--- src/rtl/vamo_dec_pkg.sv ---
// Shared constants and types for the vector atomic decoder.
// Assumes a 32-bit instruction word with the atomic major opcode in [6:0].
package vamo_dec_pkg;
    localparam int unsigned INSN_W  = 32;
    localparam int unsigned REG_W   = 5;
    localparam int unsigned OP_W    = 4;
    localparam int unsigned DESC_W  = 32;
    localparam int unsigned MLEN_W  = 8;
    localparam int unsigned CODE_W  = 2;
    localparam logic [6:0]  AMO_MAJOR  = 7'b0101111;
    localparam logic [2:0]  WIDTH_32B  = 3'b110;
    localparam logic [2:0]  WIDTH_64B  = 3'b111;

    typedef enum logic [OP_W-1:0] {
        OP_SWAP = 4'd0, OP_ADD = 4'd1, OP_XOR = 4'd2, OP_AND = 4'd3,
        OP_OR   = 4'd4, OP_MIN = 4'd5, OP_MAX = 4'd6, OP_MINU = 4'd7,
        OP_MAXU = 4'd8
    } vamo_op_e;

    typedef struct packed {
        logic             hit;
        vamo_op_e         op;
        logic             dw;
        logic [REG_W-1:0] vd;
        logic [REG_W-1:0] rs1;
        logic [REG_W-1:0] vs2;
        logic             wd;
        logic             vm;
    } vamo_fields_t;
endpackage

--- src/rtl/vamo_field_split.sv ---
// Recognises a vector atomic encoding and splits the instruction into fields.
// Assumes the field positions fixed by the atomic major opcode layout.
module vamo_field_split
    import vamo_dec_pkg::*;
#(
    parameter int unsigned IW = INSN_W
) (
    input  logic [IW-1:0] insn,
    output vamo_fields_t  fld
);
    logic       major_ok;
    logic       width_ok;
    logic       op_known;
    vamo_op_e   op_sel;

    // Map the five operation bits to an operation index.
    always_comb begin
        op_known = 1'b1;
        op_sel   = OP_SWAP;
        unique case (insn[31:27])
            5'b00001: op_sel = OP_SWAP;
            5'b00000: op_sel = OP_ADD;
            5'b00100: op_sel = OP_XOR;
            5'b01100: op_sel = OP_AND;
            5'b01000: op_sel = OP_OR;
            5'b10000: op_sel = OP_MIN;
            5'b10100: op_sel = OP_MAX;
            5'b11000: op_sel = OP_MINU;
            5'b11100: op_sel = OP_MAXU;
            default:  op_known = 1'b0;
        endcase
    end

    assign major_ok = (insn[6:0] == AMO_MAJOR);
    assign width_ok = (insn[14:12] == WIDTH_32B) || (insn[14:12] == WIDTH_64B);

    // Gather the fields; all zero when the word is not a vector atomic.
    always_comb begin
        fld     = '0;
        fld.hit = major_ok && width_ok && op_known;
        if (fld.hit) begin
            fld.op  = op_sel;
            fld.dw  = insn[12];
            fld.vd  = insn[11:7];
            fld.rs1 = insn[19:15];
            fld.vs2 = insn[24:20];
            fld.vm  = insn[25];
            fld.wd  = insn[26];
        end
    end
endmodule

--- src/rtl/vamo_legal_check.sv ---
// Judges a recognised vector atomic against the live vector configuration.
// Assumes sew/lmul are log2 codes; the output is only meaningful when hit=1.
module vamo_legal_check
    import vamo_dec_pkg::*;
#(
    parameter int unsigned RW = REG_W,
    parameter int unsigned CW = CODE_W
) (
    input  vamo_fields_t  fld,
    input  logic [CW-1:0] sew_log2,
    input  logic [CW-1:0] lmul_log2,
    input  logic          vill,
    input  logic          rv64_mode,
    input  logic          atomic_en,
    output logic          illegal
);
    localparam int unsigned NCHK = 2;
    localparam logic [CW-1:0] SEW_MIN = CW'(2);
    localparam logic [CW-1:0] SEW_64  = CW'(3);

    logic [RW-1:0]   grp_mask;
    logic [RW-1:0]   regs [NCHK];
    logic [NCHK-1:0] misalign;
    logic            cfg_bad, width_bad, overlap_bad;

    // Low bits that must be clear for a register group of 2^lmul.
    always_comb begin
        grp_mask = '0;
        for (int b = 0; b < int'(RW); b++) begin
            if (b < int'(lmul_log2)) grp_mask[b] = 1'b1;
        end
    end

    assign regs[0] = fld.vd;
    assign regs[1] = fld.vs2;

    genvar g;
    generate
        for (g = 0; g < int'(NCHK); g++) begin : g_align
            // Flag a vector register number that does not start a group.
            assign misalign[g] = |(regs[g] & grp_mask);
        end
    endgenerate

    assign cfg_bad     = vill || !atomic_en;
    assign width_bad   = (sew_log2 < SEW_MIN)
                      || ((sew_log2 == SEW_64) && !rv64_mode)
                      || (fld.dw && !rv64_mode)
                      || (fld.dw && (sew_log2 != SEW_64));
    assign overlap_bad = fld.wd && !fld.vm && (fld.vd == '0);
    assign illegal     = fld.hit && (cfg_bad || width_bad || overlap_bad || (|misalign));
endmodule

--- src/rtl/vamo_desc_pack.sv ---
// Packs the descriptor word that accompanies a vector atomic to execution.
// Assumes MLEN = SEW bits divided by the group size, fitting in MW bits.
module vamo_desc_pack
    import vamo_dec_pkg::*;
#(
    parameter int unsigned DW = DESC_W,
    parameter int unsigned MW = MLEN_W,
    parameter int unsigned CW = CODE_W
) (
    input  logic          hit,
    input  logic [CW-1:0] sew_log2,
    input  logic [CW-1:0] lmul_log2,
    input  logic          vm,
    input  logic          wd,
    output logic [DW-1:0] desc
);
    localparam int unsigned VM_POS   = MW;
    localparam int unsigned LMUL_POS = MW + 1;
    localparam int unsigned WD_POS   = LMUL_POS + CW;

    logic [MW-1:0] mlen;

    assign mlen = (MW'(8) << sew_log2) >> lmul_log2;

    // Place each descriptor field; zero when not recognised.
    always_comb begin
        desc = '0;
        if (hit) begin
            desc[MW-1:0]                  = mlen;
            desc[VM_POS]                  = vm;
            desc[LMUL_POS +: CW]          = lmul_log2;
            desc[WD_POS]                  = wd;
        end
    end
endmodule

--- src/rtl/vec_atomic_decoder.sv ---
// Top of the vector atomic decoder: combinational decode, one output register stage.
// Assumes inputs are sampled only when in_valid is high; results hold between strobes.
module vec_atomic_decoder
    import vamo_dec_pkg::*;
#(
    parameter int unsigned IW = INSN_W,
    parameter int unsigned RW = REG_W,
    parameter int unsigned OW = OP_W,
    parameter int unsigned DW = DESC_W,
    parameter int unsigned CW = CODE_W
) (
    input  logic          clk,
    input  logic          rst_n,
    input  logic          in_valid,
    input  logic [IW-1:0] insn,
    input  logic [CW-1:0] sew_log2,
    input  logic [CW-1:0] lmul_log2,
    input  logic          vill,
    input  logic          rv64_mode,
    input  logic          atomic_en,
    output logic          out_valid,
    output logic          is_vamo,
    output logic          illegal,
    output logic [OW-1:0] op_idx,
    output logic          mem_dw,
    output logic [RW-1:0] vd,
    output logic [RW-1:0] rs1,
    output logic [RW-1:0] vs2,
    output logic          wd,
    output logic          vm,
    output logic [DW-1:0] desc
);
    vamo_fields_t  fld;
    logic          ill_c;
    logic [DW-1:0] desc_c;

    vamo_field_split #(.IW(IW)) u_split (
        .insn (insn),
        .fld  (fld)
    );

    vamo_legal_check #(.RW(RW), .CW(CW)) u_legal (
        .fld       (fld),
        .sew_log2  (sew_log2),
        .lmul_log2 (lmul_log2),
        .vill      (vill),
        .rv64_mode (rv64_mode),
        .atomic_en (atomic_en),
        .illegal   (ill_c)
    );

    vamo_desc_pack #(.DW(DW), .CW(CW)) u_desc (
        .hit       (fld.hit),
        .sew_log2  (sew_log2),
        .lmul_log2 (lmul_log2),
        .vm        (fld.vm),
        .wd        (fld.wd),
        .desc      (desc_c)
    );

    // Strobe follows the input valid by one cycle.
    always_ff @(posedge clk) begin
        if (!rst_n) out_valid <= 1'b0;
        else        out_valid <= in_valid;
    end

    // Capture decoded results on an input strobe, hold otherwise.
    always_ff @(posedge clk) begin
        if (!rst_n) begin
            is_vamo <= 1'b0;
            illegal <= 1'b0;
            op_idx  <= '0;
            mem_dw  <= 1'b0;
            vd      <= '0;
            rs1     <= '0;
            vs2     <= '0;
            wd      <= 1'b0;
            vm      <= 1'b0;
            desc    <= '0;
        end else if (in_valid) begin
            is_vamo <= fld.hit;
            illegal <= ill_c;
            op_idx  <= OW'(fld.op);
            mem_dw  <= fld.dw;
            vd      <= fld.vd;
            rs1     <= fld.rs1;
            vs2     <= fld.vs2;
            wd      <= fld.wd;
            vm      <= fld.vm;
            desc    <= desc_c;
        end
    end
endmodule

--- config.mk ---
export PLATFORM = sky130hd
export DESIGN_NAME = vec_atomic_decoder
export DESIGN_NICKNAME = d
export VERILOG_FILES = /design/src/rtl/vamo_dec_pkg.sv /design/src/rtl/vamo_field_split.sv /design/src/rtl/vamo_legal_check.sv /design/src/rtl/vamo_desc_pack.sv /design/src/rtl/vec_atomic_decoder.sv
export SDC_FILE = /design/constraint.sdc
export NUM_CORES = 1
export LEC_CHECK = 0
export BUFFER_PORTS_ARGS = -buffer_cell sky130_fd_sc_hd__buf_2
export CAP_MARGIN = 20
export CORE_MARGIN = 2
export CORE_UTILIZATION = 38
export DETAILED_ROUTE_END_ITERATION = 10
export PLACE_DENSITY_LB_ADDON = 0.05
export SLEW_MARGIN = 25
export SYNTH_ARGS = -nofsm -noshare
export SYNTH_HDL_FRONTEND = slang
export SYNTH_SLANG_ARGS = --single-unit
--- constraint.sdc ---
create_clock -name clk -period 1.3 [get_ports clk]
set_input_delay 0.325 -clock clk [delete_from_list [all_inputs] [get_ports clk]]
set_output_delay 0.325 -clock clk [all_outputs]
set_load 0.03 [all_outputs]
; ---- Word level (Yosys, flattened, before mapping)
; Index checks and enable logic that the tools add are counted.
[word_totals]
reg_bits = 37
in_bits = 42
output_inout_bits = 57
wordCells = 62
[op_classes]
bitwise_logic = 2
n_shift = 2
n_lt_le_gt_ge = 4
n_reduce_logical = 23
muxes = 7
n_eq_ne = 13
[ops]
columns = operator, n
row1 = $pmux 4 s8, 1
row2 = $mux 22, 1
row3 = $eq 5x5->1 const B, 4
row4 = $mux 12, 1
row5 = $and 5x3->5, 2
row6 = $eq 5x4->1 const B, 2
row7 = $logic_not 5->1, 2
row8 = $reduce_or 10->1, 1
row9 = $reduce_or 9->1, 1
row10 = $logic_and 1x1->1, 8
row11 = $logic_or 1x1->1, 8
row12 = $shl 4x2->8 const A, 1
row13 = $shr 8x2->8, 1
row14 = $eq 7x6->1 const B, 1
row15 = $eq 3x3->1 const B, 2
row16 = $eq 5x1->1 const B, 1
row17 = $eq 5x3->1 const B, 1
row18 = $lt 1x2->1 const A, 2
row19 = $mux 1, 4
row20 = $logic_not 1->1, 3
row21 = $eq 2x2->1 const B, 1
row22 = $lt 2x2->1 const A, 1
row23 = $lt 2x2->1 const B, 1
row24 = $ne 2x2->1 const B, 1

; ---- Logic depth before layout (Yosys ltp)
[logic_depth]
word_depth = 12
mapped_depth = 5
ltp_nobuf = 4

; ---- Hierarchy
; Synthesis repeated with hierarchy kept, for this count alone.
[hier_totals]
hier_cells = 279
hier_area_um2 = 2986.6
[modules_own_cells]
columns = mod, n_inst, cells_per_inst, area_per_inst_um2
row1 = vec_atomic_decoder, 1, 183, 2184.6
row2 = vamo_field_split, 1, 43, 424.2
row3 = vamo_desc_pack, 1, 42, 307.8
row4 = vamo_legal_check, 1, 11, 70.1

; ---- Least setup slack after synthesis
; No wires, ideal clock.
[synth_timing]
path_type = input -> register
start = input insn[6]
end = register op_idx[3]
arrival_time_ps = 1243
setup_time_ps = 84
stages = 4
slack_ps = -27
t_required_ps = 1216
path_cell_list = and4bb_1 nand4_2 or3_4 o31ai_2
[synth_between]
elab_chain_cells = 4
[synth_rtl]
columns = element, line
row1 = from (decl), vec_atomic_decoder.sv:15  ; input logic [IW-1:0] insn,
row2 = $eq 7x6->1, vamo_field_split.sv:34  ; assign major_ok = (insn[6:0] == AMO_MAJOR);
row3 = $logic_and 1x1->1 (2 in a row), vamo_field_split.sv:40  ; fld.hit = major_ok && width_ok && op_known;
row4 = $mux 22, vamo_field_split.sv:41  ; if (fld.hit) begin
row5 = to (signal assigned), vec_atomic_decoder.sv:83  ; op_idx <= OW'(fld.op);
row6 = to (decl), vec_atomic_decoder.sv:24  ; output logic [OW-1:0] op_idx,
; No other way between the ends.
; A chain may end at the register's enable or synchronous reset.

; ---- Worst setup path in the final report
; Ends and elaborated chain as after synthesis.

==> flow_results.org <==
** Route
- Drt total wl :: between 3 and 4 mm
- Wire segments on met2 add up to between 1.5 and 2 mm in the final route.
- Once detail routing completed, the nets flagged for antenna violations numbered 0.
- In this run the top signal layer used is met4.
- Wire length per cell after detailed routing :: 12.6 microns
- 1st-pass router iterations :: 4
- Across all layers, the routed design uses 1322 vias.
- In the routed design, unresolved DRC markers number 0.
- In this run, the number of DRC markers left after iteration 0 of detailed routing was 46.
- Wire length on met3 :: 246 microns
- In the final routing, the length of wire on met1 measures approximately 1.6 mm.
- Post-detailed-route via-to-cell ratio :: 4.64

** Place
- Area post-placement :: roughly 2000 sq um
- Port buffering added 77 buffers.
- Worst slack, placed :: -0.208 ns
- # placed instances :: 279
- HPWL after detailed placement :: 2.83 mm
- Final estimated routing congestion in global placement :: 0.736

** Power
- Largest voltage drop on the vdd net :: 0.605 mV
- Net switching power :: 513 uW
- Switching power as a share of total power :: around a quarter
- Part of the total power dissipated in the clock network :: a little over a third
- Summed over all cells, the static leakage comes to 1.07 nW.
- The internal portion of the total power is 1.56 mW.
- Power share of the combinational group :: 13.5%
- Power spread over the standard cell area amounts to 1010 nW/um^2.
- Total Power :: 2.07 mW
- Registers are responsible for 50.5% of the overall power.

** Logic synthesis
- The most used flip-flop cell after synthesis is sky130_fd_sc_hd__dfxtp_1.
- Leading cell types by total area after synthesis :: sky130_fd_sc_hd__dfxtp_1 44%, sky130_fd_sc_hd__a22o_1 14%, sky130_fd_sc_hd__buf_4 12%, sky130_fd_sc_hd__and3b_1 2.3%, sky130_fd_sc_hd__xnor2_1 2.3%
- The biggest area contributor in the post-synthesis netlist is sky130_fd_sc_hd__dfxtp_1.
- Post-synthesis compound-gate area fraction :: 21.3%
- Mean area per synthesized cell :: 10.2 sq um
- By area, the combinational part of the netlist is dominated by compound AO/OA/AOI/OAI gates.
- The synthesized design devotes to its leading area cell type ~44% of total area.
- In the synthesized netlist, mux cells make up 0.651% of the area.
- After Yosys synthesis, full adders, half adders and majority gates account for 0% of the synthesized area.
- Gate Count Post-Synth :: 151
- Post-synth EDFFs :: 0
- After Yosys synthesis, XOR and XNOR cells account for 2.28% of the synthesized area.
- During synthesis, Yosys emitted a total of 0 warnings.
- Synthesized flop and latch total :: 34
- Synthesis instantiated 40 different standard cells from the library.
- Basic-gate share of the synthesized area counting and, or, nand and nor cells :: ~17%
- The synthesized netlist occupies a cell area of approximately 1500 sq um.
- Fraction of the yosys area taken by sequential cells :: 44.3%
- Fraction of registers with async set/reset :: 0%

** Timing
- Setup repair after global routing left no endpoint under its margin.
- The hold violation total from the final report was 0.
- Post-route clock period utilization :: 92.4%
- Across the routed clock network, the largest skew measured is 0 ns.
- In the final timing run, aggregate negative setup slack is 0 ns.
- The final-report max-slew violation count was 0.
- Shortest period the worst path allows :: 1.20 ns
- Max Clk Rate :: around 830 MHz
- Setup violations remaining at the end of the flow were counted as 0.
- Worst slack on hold paths :: 0.260 ns
- Across all setup checks in the final design, the least slack found is between 0.09 and 0.1 ns.

** Clock network
- Clock latency of the later-clocked register in the worst-skew pair :: between 0.2 and 0.3 ns
- Clock root cell :: sky130_fd_sc_hd__clkbuf_8
- Number of buffers on the longest clock path :: 2
- In this run, CTS created clock tree buffers numbering 5.
- Buffers added to address setup during post-CTS repair amount to 0.
- Count of cells resized by post-cts repair :: 0
- For this design, the CTS-stage hold fixing added 0 buffers.
- For this design, the sink count on the clock tree is 34.
- Clock input transition at the sequential cells of the worst setup and hold paths :: 0.06 ns
- Clock tree from TritonCTS :: yes
- CTS HTree Levels :: 2

** Finish
- Number of nets at the end of the flow :: 278
- Cells fill 51.9% of the core in the end.
- Non-filler instance count after layout :: approximately 290
- Relative to the synthesized area, the layout overhead comes to 33.1%.
- N_diodes :: 0
- Final cell area excluding filler cells :: roughly 2000 sq um
- The post-route netlist has a little over two fifths of its cells at a drive strength greater than 1.

** Setup path
- Critical Path End Type :: register
- The critical path in this run is classified as in -> reg.
- Arrival time worst endpoint :: 1.39 ns
- Of all nets on the critical path, the largest fanout is 4.
- The worst setup path is launched from a primary input.
- The setup check on the worst reg-to-reg path leaves a slack of between 0.2 and 0.25 ns.
- Data required, critical path :: 1.49 ns

** GRT
- Global routing used 16.1% of the available tracks.
- The first global-routing pass estimated 5.43 mm of wire.
- The initial antenna violation count is 0.
- Global routing finished with a remaining overflow of 0.
- Maximum number of pins on one net before global-route repair :: 30
- Vias in the first global route :: approximately 1.2k

** Floorplanning
- # IOs :: 99
- The die covers 4570 sq um.
- The die is 67.6 microns wide.
- The total area inside the core boundary comes to about 3900 sq um.
- The die is 67.6 microns tall.
- Effective utilization at floorplan :: around 39%
- The floorplan has 23 rows.

** Run status
- The run finished with clean final reports.

** Min path
- The min-delay analysis places its worst path in the category in -> reg.

** Run
- MaxCap Viol Count :: 0
==> worst paths after layout <==
path | startpoint | endpoint | cells past startpoint
setup / recovery | insn[6] | op_idx[3]$_SDFFE_PN0P_ | 5
hold / removal | insn[23] | vs2[3]$_SDFFE_PN0P_ | 2
setup reg to reg | illegal$_SDFFE_PN0P_ | illegal$_SDFFE_PN0P_ | 4
hold reg to reg | op_idx[0]$_SDFFE_PN0P_ | op_idx[0]$_SDFFE_PN0P_ | 2
==> cell usage in the layout (no fill, tap or decap), drive strengths merged, types with 3 or more instances in the layout <==
master	instances
buf	89
dfxtp	34
a22o	24
conb	21
nand2	8
o21ai	8
clkbuf	6
and3b	4
xnor2	4
nand2b	3
==> worst max-delay path, stage by stage <==
cell                       delay (ns)
sky130_fd_sc_hd__buf_2           0.09
sky130_fd_sc_hd__and4bb_1        0.29
sky130_fd_sc_hd__nand4_2         0.12
sky130_fd_sc_hd__or3_4           0.37
sky130_fd_sc_hd__o31ai_2         0.19
==> cells in the mapped netlist (3+ instances only) <==
library cell                n
sky130_fd_sc_hd__clkbuf_1   4
sky130_fd_sc_hd__a22o_1    24
sky130_fd_sc_hd__dfxtp_1   34
sky130_fd_sc_hd__xnor2_1    4
sky130_fd_sc_hd__o21ai_1    5
sky130_fd_sc_hd__o21ai_0    3
sky130_fd_sc_hd__nand2b_1   3
sky130_fd_sc_hd__buf_4     25
sky130_fd_sc_hd__and3b_1    4
sky130_fd_sc_hd__nand2_1    8
==> sequential cells by signal (all words and copies together), names as in the netlist <==
name,count
desc,9
vs2,5
vm,1
vd,5
rs1,5
illegal,1
mem_dw,1
is_vamo,1
wd,1
out_valid,1
op_idx,4
==> area by class of cell <==
| cell class | count | area [sq um] |
|---|---|---|
| clock buffers | 6 | 82.6 |
| fillers | 380 | 1900 |
| inverters | 1 | 3.75 |
| multi-input cells | 105 | 714 |
| flip-flops and latches | 34 | 681 |
| well taps | 50 | 62.6 |
| repair buffers | 89 | 500 |
==> metal layers <==
metal / track usage, % / up-vias
li1: - / 672
met1: 20.4 / 597
met2: 24.6 / 48
met3: 6.00 / 5
met4: 6.12 / 0
met5: 0 / -
==> cell families after synthesis <==
kind of cell              Yosys count
buffers and inverters              32
other                               1
and+or+nand+nor                    37
AOI/OAI and AO/OA                  42
xor gates and xnor gates            4
muxes                               1
DFF                                34
==> power groups by stage <==
stage          clock network (mW)  logic, mW  registers (mW)
4_1_cts                     0.769      0.279            1.04
3_3_place_gp                    0      0.273            1.07
5_1_grt                     0.824      0.303            1.04
2_1_floorplan                   0      0.204            1.07
3_5_place_dp                    0      0.279            1.07
6_report                    0.746      0.279            1.04
Power figures use the tool's default switching activity.
